**src/rtl/qdiv_pkg.sv**
```systemverilog
// Shared types for the iterative quotient divider.
package qdiv_pkg;

    // Sequencer states: idle, operand conditioning, bit iterations, result output
    typedef enum logic [1:0] {
        DIV_IDLE   = 2'd0,
        DIV_PREP   = 2'd1,
        DIV_ITER   = 2'd2,
        DIV_FINISH = 2'd3
    } div_state_e;

endpackage

```
**src/rtl/qdiv_prep.sv**
```systemverilog
// Operand conditioning (combinational).
// Turns the captured operands into unsigned magnitudes and a quotient-negate
// flag. A zero divisor, or the signed most-negative / minus-one pair, is
// replaced by a divisor of one, so no trap or overflow case remains.
// Assumes DATA_W >= 2.
module qdiv_prep #(
    parameter int DATA_W = 32
) (
    input  logic              signed_i,
    input  logic [DATA_W-1:0] dividend_i,
    input  logic [DATA_W-1:0] divisor_i,
    output logic [DATA_W-1:0] mag_dvd_o,
    output logic [DATA_W-1:0] mag_dsr_o,
    output logic              neg_quot_o
);
    localparam logic [DATA_W-1:0] MOST_NEG = {1'b1, {(DATA_W-1){1'b0}}};
    localparam logic [DATA_W-1:0] ALL_ONES = {DATA_W{1'b1}};
    localparam logic [DATA_W-1:0] ONE      = {{(DATA_W-1){1'b0}}, 1'b1};

    logic neg_dvd, neg_dsr, use_one;

    // Derive signs, magnitudes and the substitution decision
    always_comb begin
        neg_dvd   = signed_i & dividend_i[DATA_W-1];
        neg_dsr   = signed_i & divisor_i[DATA_W-1];
        use_one   = (divisor_i == '0) |
                    (signed_i & (dividend_i == MOST_NEG) & (divisor_i == ALL_ONES));
        mag_dvd_o = neg_dvd ? (~dividend_i + ONE) : dividend_i;
        if (use_one) begin
            mag_dsr_o  = ONE;
            neg_quot_o = neg_dvd;
        end else begin
            mag_dsr_o  = neg_dsr ? (~divisor_i + ONE) : divisor_i;
            neg_quot_o = neg_dvd ^ neg_dsr;
        end
    end

endmodule

```
**src/rtl/qdiv_core.sv**
```systemverilog
// Radix-2 restoring division datapath.
// load_i takes in the dividend and divisor magnitudes. Each step_i cycle
// shifts one dividend bit into the partial remainder and retires one quotient
// bit. After DATA_W steps, quo_o holds the unsigned quotient.
// Assumes the divisor magnitude is non-zero (guaranteed by qdiv_prep).
module qdiv_core #(
    parameter int DATA_W = 32
) (
    input  logic              clk,
    input  logic              rst_n,
    input  logic              load_i,
    input  logic              step_i,
    input  logic [DATA_W-1:0] dvd_i,
    input  logic [DATA_W-1:0] dsr_i,
    output logic [DATA_W-1:0] quo_o
);
    logic [DATA_W-1:0] rem_q, quo_q, dsr_q;
    logic [DATA_W:0]   shifted;
    logic [DATA_W+1:0] diff;
    logic              fits;

    // Trial subtraction of the divisor from the shifted partial remainder
    always_comb begin
        shifted = {rem_q, quo_q[DATA_W-1]};
        diff    = {1'b0, shifted} - {2'b00, dsr_q};
        fits    = ~diff[DATA_W+1];
    end

    // Remainder, quotient and divisor registers
    always_ff @(posedge clk) begin
        if (!rst_n) begin
            rem_q <= '0;
            quo_q <= '0;
            dsr_q <= '0;
        end else if (load_i) begin
            rem_q <= '0;
            quo_q <= dvd_i;
            dsr_q <= dsr_i;
        end else if (step_i) begin
            rem_q <= fits ? diff[DATA_W-1:0] : shifted[DATA_W-1:0];
            quo_q <= {quo_q[DATA_W-2:0], fits};
        end
    end

    assign quo_o = quo_q;

endmodule

```
**src/rtl/qdiv_sign.sv**
```systemverilog
// Result sign fix-up (combinational): negates the magnitude quotient when
// the quotient is negative. Purely combinational, no state.
module qdiv_sign #(
    parameter int DATA_W = 32
) (
    input  logic [DATA_W-1:0] mag_i,
    input  logic              neg_i,
    output logic [DATA_W-1:0] res_o
);
    // Two's-complement negate on demand
    always_comb begin
        res_o = neg_i ? (~mag_i + {{(DATA_W-1){1'b0}}, 1'b1}) : mag_i;
    end

endmodule

```
**src/rtl/qdiv_unit.sv**
```systemverilog
// Iterative quotient divider, top level.
// Sequences capture -> prep -> DATA_W iterations -> finish. done_o pulses
// DATA_W+2 edges after the accepting edge. start_i is only taken while idle.
// The write-enable is suppressed for destination index zero.
// Assumes DATA_W >= 2 and a synchronous active-low reset.
module qdiv_unit
    import qdiv_pkg::*;
#(
    parameter int DATA_W = 32,
    parameter int IDX_W  = 5
) (
    input  logic              clk,
    input  logic              rst_n,
    input  logic              start_i,
    input  logic              signed_i,
    input  logic [DATA_W-1:0] dividend_i,
    input  logic [DATA_W-1:0] divisor_i,
    input  logic [IDX_W-1:0]  dest_i,
    output logic              busy_o,
    output logic              done_o,
    output logic [DATA_W-1:0] quot_o,
    output logic              wr_en_o,
    output logic [IDX_W-1:0]  wr_dest_o
);
    localparam int              CNT_W     = (DATA_W > 2) ? $clog2(DATA_W) : 1;
    localparam logic [CNT_W-1:0] LAST_STEP = CNT_W'(DATA_W - 1);

    div_state_e        state_q, state_d;
    logic              accept;
    logic              sgn_q;
    logic [DATA_W-1:0] dvd_q, dsr_q;
    logic [IDX_W-1:0]  dest_q;
    logic [CNT_W-1:0]  cnt_q;
    logic              neg_keep_q;
    logic [DATA_W-1:0] mag_dvd, mag_dsr, core_quo, signed_res;
    logic              neg_quot;
    logic              done_q, wr_en_q;
    logic [DATA_W-1:0] quot_q;
    logic [IDX_W-1:0]  wr_dest_q;

    assign accept = (state_q == DIV_IDLE) & start_i;

    // Next-state selection for the sequencer
    always_comb begin
        state_d = state_q;
        unique case (state_q)
            DIV_IDLE:   if (start_i) state_d = DIV_PREP;
            DIV_PREP:   state_d = DIV_ITER;
            DIV_ITER:   if (cnt_q == '0) state_d = DIV_FINISH;
            DIV_FINISH: state_d = DIV_IDLE;
            default:    state_d = DIV_IDLE;
        endcase
    end

    // Sequencer state register
    always_ff @(posedge clk) begin
        if (!rst_n) state_q <= DIV_IDLE;
        else        state_q <= state_d;
    end

    // Capture the request at the accepting edge
    always_ff @(posedge clk) begin
        if (!rst_n) begin
            sgn_q  <= 1'b0;
            dvd_q  <= '0;
            dsr_q  <= '0;
            dest_q <= '0;
        end else if (accept) begin
            sgn_q  <= signed_i;
            dvd_q  <= dividend_i;
            dsr_q  <= divisor_i;
            dest_q <= dest_i;
        end
    end

    qdiv_prep #(.DATA_W(DATA_W)) prep_i (
        .signed_i   (sgn_q),
        .dividend_i (dvd_q),
        .divisor_i  (dsr_q),
        .mag_dvd_o  (mag_dvd),
        .mag_dsr_o  (mag_dsr),
        .neg_quot_o (neg_quot)
    );

    // Keep the quotient sign and count the remaining iterations
    always_ff @(posedge clk) begin
        if (!rst_n) begin
            neg_keep_q <= 1'b0;
            cnt_q      <= '0;
        end else if (state_q == DIV_PREP) begin
            neg_keep_q <= neg_quot;
            cnt_q      <= LAST_STEP;
        end else if (state_q == DIV_ITER) begin
            cnt_q      <= cnt_q - 1'b1;
        end
    end

    qdiv_core #(.DATA_W(DATA_W)) core_i (
        .clk    (clk),
        .rst_n  (rst_n),
        .load_i (state_q == DIV_PREP),
        .step_i (state_q == DIV_ITER),
        .dvd_i  (mag_dvd),
        .dsr_i  (mag_dsr),
        .quo_o  (core_quo)
    );

    qdiv_sign #(.DATA_W(DATA_W)) sign_i (
        .mag_i (core_quo),
        .neg_i (neg_keep_q),
        .res_o (signed_res)
    );

    // Result, completion pulse and register-file write controls
    always_ff @(posedge clk) begin
        if (!rst_n) begin
            done_q    <= 1'b0;
            wr_en_q   <= 1'b0;
            quot_q    <= '0;
            wr_dest_q <= '0;
        end else begin
            done_q  <= (state_q == DIV_FINISH);
            wr_en_q <= (state_q == DIV_FINISH) && (dest_q != '0);
            if (state_q == DIV_FINISH) begin
                quot_q    <= signed_res;
                wr_dest_q <= dest_q;
            end
        end
    end

    assign busy_o    = (state_q != DIV_IDLE);
    assign done_o    = done_q;
    assign quot_o    = quot_q;
    assign wr_en_o   = wr_en_q;
    assign wr_dest_o = wr_dest_q;

endmodule

```
**config.mk**
```make
export PLATFORM = sky130hd
export DESIGN_NAME = qdiv_unit
export DESIGN_NICKNAME = d
export VERILOG_FILES = /design/src/rtl/qdiv_pkg.sv /design/src/rtl/qdiv_prep.sv /design/src/rtl/qdiv_core.sv /design/src/rtl/qdiv_sign.sv /design/src/rtl/qdiv_unit.sv
export SDC_FILE = /design/constraint.sdc
export NUM_CORES = 1
export LEC_CHECK = 0
export ABC_CLOCK_PERIOD_IN_PS = 3400
export BUFFER_PORTS_ARGS = -buffer_cell sky130_fd_sc_hd__buf_2
export CAP_MARGIN = 20
export CORE_MARGIN = 4
export CORE_UTILIZATION = 55
export DETAILED_ROUTE_END_ITERATION = 10
export GPL_ROUTABILITY_DRIVEN = 0
export PLACE_DENSITY = 0.8
export SETUP_SLACK_MARGIN = 0.02
export SYNTH_ARGS = -nofsm -noshare
export SYNTH_HDL_FRONTEND = slang
export SYNTH_SLANG_ARGS = --single-unit
```
**constraint.sdc**
```tcl
create_clock -name clk -period 3.4 [get_ports clk]
set_clock_uncertainty 0.05 [all_clocks]
set_input_delay 0.68 -clock clk [delete_from_list [all_inputs] [get_ports clk]]
set_output_delay 0.68 -clock clk [all_outputs]
set_load 0.02 [all_outputs]
```
==> results.json, run 1 <==
{
  "layout_common_cells": "249 x nand2_1, 213 x dfxtp_1, 112 x a21oi_1, 111 x buf_2, 94 x o21ai_0",
  "drive_gt1_share_pct": 11.7,
  "synthesis.area_mm2": 0.0121,
  "grt_max_degree": 73,
  "drc": 0,
  "syn_to_final_growth_pct": 12.7,
  "nets": 1697,
  "synthCells": 1516,
  "worst_r2r_endpoint": "core_i.rem_q[30]",
  "reg2reg_setup_slack_ps": 270,
  "hold_depth": 3,
  "ys.flop_type": "dfxtp_1",
  "finalCritPeriodShare_pct": 92.0,
  "rows": 53,
  "yosysTopAreaCellShare_pct": 35.4,
  "cts_resized": 0,
  "start_util_pct": 56.6,
  "worst-endpoint-arrival_ps": 3490,
  "drt-wirelength-per-cell_um": 15.9,
  "status": "completed",
  "layout_commonest_cell": "nand2_1",
  "ys_ff_latch": 213,
  "critPathMaxFanout": 17,
  "final-hold-violation-count": 0,
  "rsz0062_at_grt": "no",
  "insertedDiodeCount": 0,
  "grt.total_usage_pct": 23.8,
  "critPathRequiredTime_ps": 3770,
  "vias": 10900,
  "drtAntennaViolNets": 0,
  "grt_pass1_wl_mm": 49.4,
  "p_per_area_mw_per_mm2": 1140,
  "wirelength_mm": 29.8,
  "ir_worst_vdd_v": 0.000972,
  "antenna_found_initial": 0,
  "dp.cells": 1829,
  "maxCapViolCount": 0,
  "r2r_start": "core_i.dsr_q[16]",
  "synth_warnings": 0,
  "cts_buffers": 23,
  "die_area_mm2": 0.0244,
  "die_w_um": 156,
  "holdWs_ps": 359,
  "cts_max_level": 1,
  "synth.distinct_cells": 63,
  "grt_pass1_vias": 10100,
  "cp-start-kind": "register",
  "end_kind": "register",
  "hp-class": "in2reg",
  "first_pass_iters": 5,
  "worstHoldStart": "dividend_i[0]",
  "clk_latency_ps": 510,
  "viasPerCell": 5.82,
  "async_flop_share_pct": 0,
  "instances_no_fill": 1871,
  "cp-startpoint": "core_i.dsr_q[16]",
  "cts-root-buf": "clkbuf_16",
  "fin_crit_ps": 3130,
  "synth_edf_count": 0,
  "p_leak_nw": 5.56,
  "fp.coreArea_mm2": 0.0213,
  "critPathKind": "reg2reg",
  "dpl.hpwl_mm": 21.3,
  "setup_viol": 0,
  "port_buffers": 112,
  "die_height_um": 156,
  "slew_violations": 0,
  "clk_pin_slew_ps": 60,
  "fin_util_pct": 63.8,
  "max_clock_freq_mhz": 320,
  "synth_top_area_cell": "dfxtp_1",
  "post-cts-setup-buffers": 0,
  "finalSetupTns_ps": 0,
  "syn-num-nets": 1633,
  "pin_count": 113,
  "fillers": 1821,
  "ys_top_cells_by_area": "dfxtp_1 35%, nand2_1 7.8%, a21boi_0 4.7%, a21oi_1 4.6%, ha_1 4.5%",
  "cts_tree": "done",
  "avgSynthCellArea_um2": 7.95,
  "slew_headroom_pct": 47.6,
  "drt_iter0_drc": 828,
  "holdPathEnd": "dvd_q[0]",
  "worst_pin_slew_ps": 786,
  "r2r_cells": 13,
  "hold_buffers": 0,
  "clockBufferDepth": 3,
  "clkSinkCount": 213,
  "yosysSeqAreaShare_pct": 35.4,
  "overflow": 0
}
==> final cells by class <==
cell class | count | area, um^2 | share of cell area [%]
inverters | 57 | 214 | 1.57
flip-flops and latches | 213 | 4260 | 31.4
well taps | 275 | 344 | 2.53
clock inverters | 8 | 121 | 0.893
multi-input cells | 1151 | 7230 | 53.2
repair buffers | 134 | 786 | 5.78
clock buffers | 33 | 633 | 4.66
==> power breakdown <==
group	internal [mW]	switching, mW	total (mW)
clock network	1.52	0.998	2.52
registers	3.04	0.594	3.63
logic	3.91	5.48	9.39
total	8.47	7.08	15.5
==> cell usage after synthesis, types with 3 or more instances <==
master and count:
buf_1 5, o211a_1 27, xnor2_1 52, nand4_1 15
nor3_1 20, buf_4 6, nand3_1 24, and2_1 10
o41ai_1 13, a21o_1 14, a31oi_1 17, inv_1 57
o211ai_1 6, mux2i_1 30, dfxtp_1 213, nor4_1 8
xor2_1 57, o21bai_1 5, nand2b_1 7, a21oi_1 112
nor2_1 82, or4_1 8, nand3b_1 10, clkbuf_1 83
a221oi_1 3, o21a_1 8, and4_1 3, o21ai_0 94
a21boi_0 75, ha_1 43, nand4b_1 3, o22ai_1 31
a211oi_1 6, and3_1 8, o31ai_1 20, nand2_1 250
nor2b_1 49, or3_1 7
==> worst max path at each step <==
| stage | end | cells after the start |
|---|---|---|
| after floorplan | core_i.rem_q[1] | 13 |
| after global placement | core_i.rem_q[30] | 12 |
| after detailed placement | core_i.rem_q[30] | 12 |
| after CTS | core_i.rem_q[30] | 12 |
| after global routing | core_i.rem_q[30] | 12 |
| final | core_i.rem_q[30] | 13 |
==> layer usage <==
metal  up-vias  GRT usage, %  routed length, um
li1       5461             -                  -
met1      5048          33.3              13700
met2       346          38.9              13400
met3        42          3.61               2140
met4         0          5.59                480
met5         -             0                  0
==> logic make-up after synthesis <==
family	count (synthesis)	share of synthesized area (%)
adders and majority gates	44	4.63
muxes	32	2.68
AOI/OAI and AO/OA	455	24.7
DFF	213	35.4
buffers and inverters	152	4.93
and+or+nand+nor	511	19.8
xor gates and xnor gates	109	7.92
==> flip-flops by register name, summed over array words and instances, names as in the netlist <==
name          cells
cnt_q             5
core_i.dsr_q     32
core_i.quo_o     32
core_i.rem_q     32
dest_q            5
done_o            1
dsr_q            32
dvd_q            32
neg_keep_q        1
quot_o           32
sgn_q             1
state_q           2
wr_dest_o         5
wr_en_o           1
==> stage by stage <==
step	instance area (um^2)	setup WS, ps	total power, mW
6_report	13600	272	15.5
5_1_grt	13600	37.6	16.8
2_1_floorplan	12100	430	10.4
4_1_cts	13600	245	15.4
3_5_place_dp	12800	296	12.9
3_3_place_gp	12800	377	12.7
==> critical path, cell delays in order, from the launching register on <==
cell and delay [ps]:
dfxtp_1 300, inv_1 50, ha_1 320, a21oi_1 180
o21ai_0 170, a311o_1 380, a31oi_1 270, a31oi_1 160
buf_4 180, o31ai_4 280, buf_12 190, nor4_1 60
mux2_2 280, a211oi_1 150
Power figures use the tool's default switching activity.
==> run 2, diff against run 1 <==
--- a/config.mk
+++ b/config.mk
@@ -6,13 +6,13 @@
 export NUM_CORES = 1
 export LEC_CHECK = 0
 export ABC_CLOCK_PERIOD_IN_PS = 3400
-export BUFFER_PORTS_ARGS = -buffer_cell sky130_fd_sc_hd__buf_2
 export CAP_MARGIN = 20
 export CORE_MARGIN = 4
 export CORE_UTILIZATION = 55
 export DETAILED_ROUTE_END_ITERATION = 10
+export DONT_BUFFER_PORTS = 1
 export GPL_ROUTABILITY_DRIVEN = 0
-export PLACE_DENSITY = 0.8
+export PLACE_DENSITY = 0.75
 export SETUP_SLACK_MARGIN = 0.02
 export SYNTH_ARGS = -nofsm -noshare
 export SYNTH_HDL_FRONTEND = slang
==> run 2 against run 1 <==
  * Final area fell by 3.3%
  * Via count is 4.3% lower
  * Clock power is 15% higher
  * Global-route usage shrank 0.57 points
  * Final cell count is 5.9% lower
  * Maximum frequency shrank 2.0%
  * Non-clock buffer count decreased by 113
  * Critical path depth decreased by 2
  * Die area did not move
  * Critical path type unchanged
  * Critical endpoint unchanged
  * Power rose by 0.90%
==> results.json, run 2 (same netlist as run 1, synthesis figures left out) <==
{
  "ir_worst_vdd_v": 0.000929,
  "reg2reg_setup_slack_ps": 210,
  "slew_violations": 0,
  "worst-endpoint-arrival_ps": 3560,
  "worst_pin_slew_ps": 1000,
  "fin_crit_ps": 3190,
  "die_height_um": 156,
  "seq_power_share_pct": 23.9,
  "pre_cts_slack_ps": 257,
  "final-hold-violation-count": 0,
  "grt_max_degree": 156,
  "rsz0062_at_grt": "yes",
  "cts_buffers": 24,
  "dp.cells": 1716,
  "fin_util_pct": 61.8,
  "clk_pin_slew_ps": 60,
  "viasPerCell": 5.92,
  "finalWorstSetupSlack_ps": 209,
  "maxCapViolCount": 0,
  "critPathKind": "reg2reg",
  "critPathRequiredTime_ps": 3770,
  "insertedDiodeCount": 0,
  "switchingPower_mw": 7.06,
  "first_pass_iters": 5,
  "fp.coreArea_mm2": 0.0213,
  "drtAntennaViolNets": 0,
  "dpl.hpwl_mm": 21.0,
  "port_buffers": 0,
  "start_util_pct": 56.6,
  "status": "completed",
  "fin_area_mm2": 0.0131,
  "nets": 1585,
  "cts_max_level": 1,
  "drt_iter0_drc": 866,
  "cpPeakStageDelay_ps": 480,
  "cts_tree": "done",
  "pin_count": 113,
  "grt_pass1_wl_mm": 48.1,
  "instances_no_fill": 1761,
  "endpoint": "core_i.rem_q[30]",
  "clkPwrFrac_pct": 18.5,
  "end_kind": "register",
  "power.internal_mw": 8.62,
  "drt-wirelength-per-cell_um": 16.6,
  "r2r_start": "core_i.dsr_q[16]",
  "p_leak_nw": 5.11,
  "finalCritPeriodShare_pct": 93.9,
  "holdWs_ps": 238,
  "rows": 53,
  "die_area_mm2": 0.0244,
  "p_comb_share_pct": 57.6,
  "die_w_um": 156,
  "clockBufferDepth": 3,
  "syn_to_final_growth_pct": 9.06,
  "post-cts-setup-buffers": 0,
  "grt.total_usage_pct": 23.2,
  "hp-class": "in2reg",
  "vias": 10400,
  "drc": 0,
  "critPathMaxFanout": 15,
  "clkSinkCount": 213,
  "cpMostUsedCell": "a31oi_1",
  "layout_commonest_cell": "nand2_1",
  "switching_share_pct": 45.0,
  "r2r_cells": 11,
  "cp-startpoint": "core_i.dsr_q[16]",
  "cp-start-kind": "register",
  "wirelength_mm": 29.3,
  "crit_chain": "inv_1 -> ha_1 -> a21oi_1 -> o21ai_0 -> a311o_1 -> a31oi_1 -> a31oi_1 -> o31a_1 -> and3_1 -> mux2_2 -> a211oi_1",
  "max_clock_freq_mhz": 313,
  "grt_pass1_vias": 9643,
  "overflow": 0,
  "cp.depth": 11,
  "setup_viol": 0,
  "worst_r2r_endpoint": "core_i.rem_q[30]",
  "clk_latency_ps": 530,
  "path_buf_inv": 1,
  "layout_common_cells": "249 x nand2_1, 213 x dfxtp_1, 112 x a21oi_1, 94 x o21ai_0, 82 x nor2_1",
  "slew_headroom_pct": 33.1,
  "critPathTopFamily": "compound AO/OA/AOI/OAI gates",
  "p_per_area_mw_per_mm2": 1190,
  "critical-path-slowest-cell": "o31a_1",
  "cts-root-buf": "clkbuf_16",
  "drive_gt1_share_pct": 5.59,
  "place_area_mm2": 0.0122,
  "antenna_found_initial": 0,
  "finalSetupTns_ps": 0,
  "fillers": 1839,
  "power.total_mw": 15.7
}
-- run 2: power by group through the flow --
stage	Clock, mW	Sequential (mW)	Combinational, mW
after global placement	0	3.77	8.70
after CTS	2.94	3.74	8.87
final	2.90	3.75	9.03
after detailed placement	0	3.79	8.81
after global routing	3.05	3.84	10.0
after floorplan	0	3.58	6.80
-- run 2: cell type report --
class	instances	area, um^2	area share (%)
clock buffer	30	663	5.04
clock inverter	14	241	1.84
inverter	57	214	1.63
multi-input combinational	1151	7230	55.0
sequential	213	4260	32.4
tap	275	344	2.62
timing repair buffer	21	190	1.45
-- run 2: worst reg2reg max path, stage by stage, from the launching register on --
cell and delay (ps):
dfxtp_1 310, inv_1 50, ha_1 380, a21oi_1 210, o21ai_0 150, a311o_1 380, a31oi_1 220, a31oi_1 150
o31a_1 480, and3_1 290, mux2_2 260, a211oi_1 160
-- run 2: worst min path at each step --
stage / start / slack, ps / end / depth (start not counted)
2_1_floorplan: cnt_q[0] / 390 / cnt_q[0] / 1
3_5_place_dp: dest_q[1] / 420 / dest_q[1] / 2
3_3_place_gp: dest_q[0] / 420 / dest_q[0] / 2
4_1_cts: dividend_i[5] / 220 / dvd_q[5] / 2
6_report: dividend_i[5] / 240 / dvd_q[5] / 2
5_1_grt: divisor_i[24] / 230 / dsr_q[24] / 2
-- run 2: what timing repair did --
action / in CTS / in global routing
resized for setup: 0 / 3
hold buffers: 0 / 0
setup endpoints to repair: 0 / 2
-- run 2: layer usage --
metal	routed length, um	vias to the layer above	track usage [%]
met5	0	-	0
met4	648	0	5.79
met3	1820	45	3.61
met2	12900	296	35.7
met1	14000	4865	34.2
li1	-	5224	-
==> run 3, diff against run 2 <==
--- a/config.mk
+++ b/config.mk
@@ -5,6 +5,7 @@
 export SDC_FILE = /design/constraint.sdc
 export NUM_CORES = 1
 export LEC_CHECK = 0
+export ABC_AREA = 1
 export ABC_CLOCK_PERIOD_IN_PS = 3400
 export CAP_MARGIN = 20
 export CORE_MARGIN = 4
==> run 3 against run 2 <==
  * Non-clock buffer count down 4
  * Area after synthesis up 11%
  * Critical path depth up 2
  * Synthesized cell count up 40%
  * Worst hold slack worse by 13 ps
  * Sequential share of layout area is 2.8 points lower
  * Die area is 11% higher
==> results.json, run 3 <==
{
  "status": "completed",
  "grt_max_degree": 137,
  "cts-root-buf": "clkbuf_16",
  "antenna_found_initial": 0,
  "viasPerCell": 5.64,
  "die_height_um": 164,
  "layout_commonest_cell": "nand2_1",
  "ys_ff_latch": 213,
  "synth_top_area_cell": "dfxtp_1",
  "async_flop_share_pct": 0,
  "drc": 0,
  "dpl.hpwl_mm": 28.3,
  "max_clock_freq_mhz": 389,
  "yosysTopAreaCellShare_pct": 31.8,
  "grt.total_usage_pct": 27.8,
  "critPathRequiredTime_ps": 3810,
  "hold_buffers": 0,
  "cts_resized": 0,
  "yosysSeqAreaShare_pct": 31.8,
  "cts_max_level": 1,
  "fp.coreArea_mm2": 0.0238,
  "cpMostUsedCell": "nand2_1",
  "synth_most_common_cell": "nand2_1",
  "synth_common_cells": "500 x nand2_1, 313 x inv_1, 213 x dfxtp_1",
  "crit_chain": "inv_1 -> ha_1 -> nand2_1 -> inv_2 -> nand2_1 -> nand2_1 -> a21oi_2 -> nor2_2 -> nor2_8 -> nand2_4 -> nand2_1 -> nand3_1 -> a21oi_1",
  "layout_common_cells": "499 x nand2_1, 313 x inv_1, 213 x dfxtp_1, 171 x nand3_1, 167 x o21ai_0",
  "cpPeakStageDelay_ps": 380,
  "synth.distinct_cells": 47,
  "vias": 13600,
  "slew_violations": 0,
  "avgSynthCellArea_um2": 6.34,
  "hold_depth": 2,
  "clockBufferDepth": 3,
  "clk_latency_ps": 540,
  "drtAntennaViolNets": 0,
  "die_area_mm2": 0.0270,
  "syn-num-nets": 2232,
  "fin_util_pct": 60.6,
  "slew_headroom_pct": 50.6,
  "r2r_cells": 13,
  "drt-wirelength-per-cell_um": 15.8,
  "cp-start-kind": "register",
  "clk_pin_slew_ps": 60,
  "drive_gt1_share_pct": 5.70,
  "clkSinkCount": 213,
  "ys.flop_type": "dfxtp_1",
  "grt_pass1_wl_mm": 61.6,
  "syn_to_final_growth_pct": 7.24,
  "final-hold-violation-count": 0,
  "fin_crit_ps": 2570,
  "post-cts-setup-buffers": 0,
  "wirelength_mm": 38.1,
  "critical-path-slowest-cell": "ha_1",
  "die_w_um": 164,
  "cts_buffers": 24,
  "end_kind": "register",
  "synthCells": 2115,
  "worst_pin_slew_ps": 737,
  "critPathMaxFanout": 33,
  "port_buffers": 0,
  "fillers": 2222,
  "insertedDiodeCount": 0,
  "ys_top_cells_by_area": "dfxtp_1 32%, nand2_1 14%, inv_1 8.8%, nand3_1 6.4%, o21ai_0 6.2%",
  "rsz0062_at_grt": "no",
  "start_util_pct": 56.5,
  "maxCapViolCount": 0,
  "setup_viol": 0,
  "finalSetupTns_ps": 0,
  "synth_edf_count": 0,
  "critPathKind": "reg2reg",
  "drt_iter0_drc": 1498,
  "first_pass_iters": 8,
  "cts_tree": "done",
  "finalCritPeriodShare_pct": 75.6,
  "synthesis.area_mm2": 0.0134,
  "nets": 2188,
  "synth_warnings": 0,
  "rows": 56,
  "pin_count": 113,
  "worst-endpoint-arrival_ps": 2980,
  "overflow": 0,
  "hp-class": "in2reg",
  "grt_pass1_vias": 11900
}
## run 3: changes by cell type after synthesis, moves of 47 or more
cell	delta
nand3_1	+147
inv_1	+256
a21oi_1	+47
nor2_1	+83
nand2_1	+250
o21ai_0	+73
nor2b_1	-49
a21boi_0	-75
## run 3: metrics by stage
| stage | hold WS (ps) | cell area (um^2) | instances | worst slack [ps] |
|---|---|---|---|---|
| after floorplan | 376 | 13400 | 2115 | 1370 |
| after global placement | 389 | 13600 | 2363 | 957 |
| after detailed placement | 392 | 13600 | 2363 | 880 |
| after CTS | 195 | 14400 | 2405 | 842 |
| after global routing | 225 | 14400 | 2406 | 592 |
| final | 225 | 14400 | 2406 | 828 |
## run 3: worst max-delay path, delay by kind of cell (launching register included)
| kind | cells | cell delay [ps] |
|---|---|---|
| buffers and inverters | 2 | 100 |
| adder cells (fa/ha/maj) | 1 | 380 |
| flip-flops | 1 | 310 |
| AO/OA/AOI/OAI | 2 | 340 |
| AND/OR/NAND/NOR | 8 | 1310 |
## run 3: cells by family after synthesis
logic type      count (synthesis)  synth area share, %
compound gates                409                 16.4
xor+xnor                       41                 2.68
fa+ha+maj                      44                 4.16
buf+inv                       418                 12.2
flops                         213                 31.8
simple gates                  990                 32.7
## run 3: final cells by class
type                       count  area (um^2)  share of cell area [%]
clock inverter                11          134                   0.931
multi-input combinational   1484         7520                    52.3
sequential                   213         4260                    29.6
inverter                     331         1240                    8.64
tap                          319          399                    2.77
clock buffer                  31          677                    4.71
timing repair buffer          17          148                    1.03
## run 3: worst paths after layout
| path | from | to | slack, ps |
|---|---|---|---|
| min | rst_n | dsr_q[4] | 230 |
| max reg2reg | core_i.dsr_q[19] | core_i.rem_q[20] | 830 |
| max | core_i.dsr_q[19] | core_i.rem_q[20] | 830 |
| min reg2reg | core_i.dsr_q[26] | core_i.dsr_q[26] | 400 |
## run 3: layer usage
metal | GRT usage [%] | vias up | wire length [um]
li1 | - | 6793 | -
met1 | 44.0 | 6026 | 18200
met2 | 38.2 | 682 | 14700
met3 | 6.12 | 61 | 4570
met4 | 5.60 | 0 | 637
met5 | 0 | - | 0
Power of run 3 is left out: the tool's default activity adds up to more than one toggle a clock period on the data nets, which glitch-free logic cannot reach.
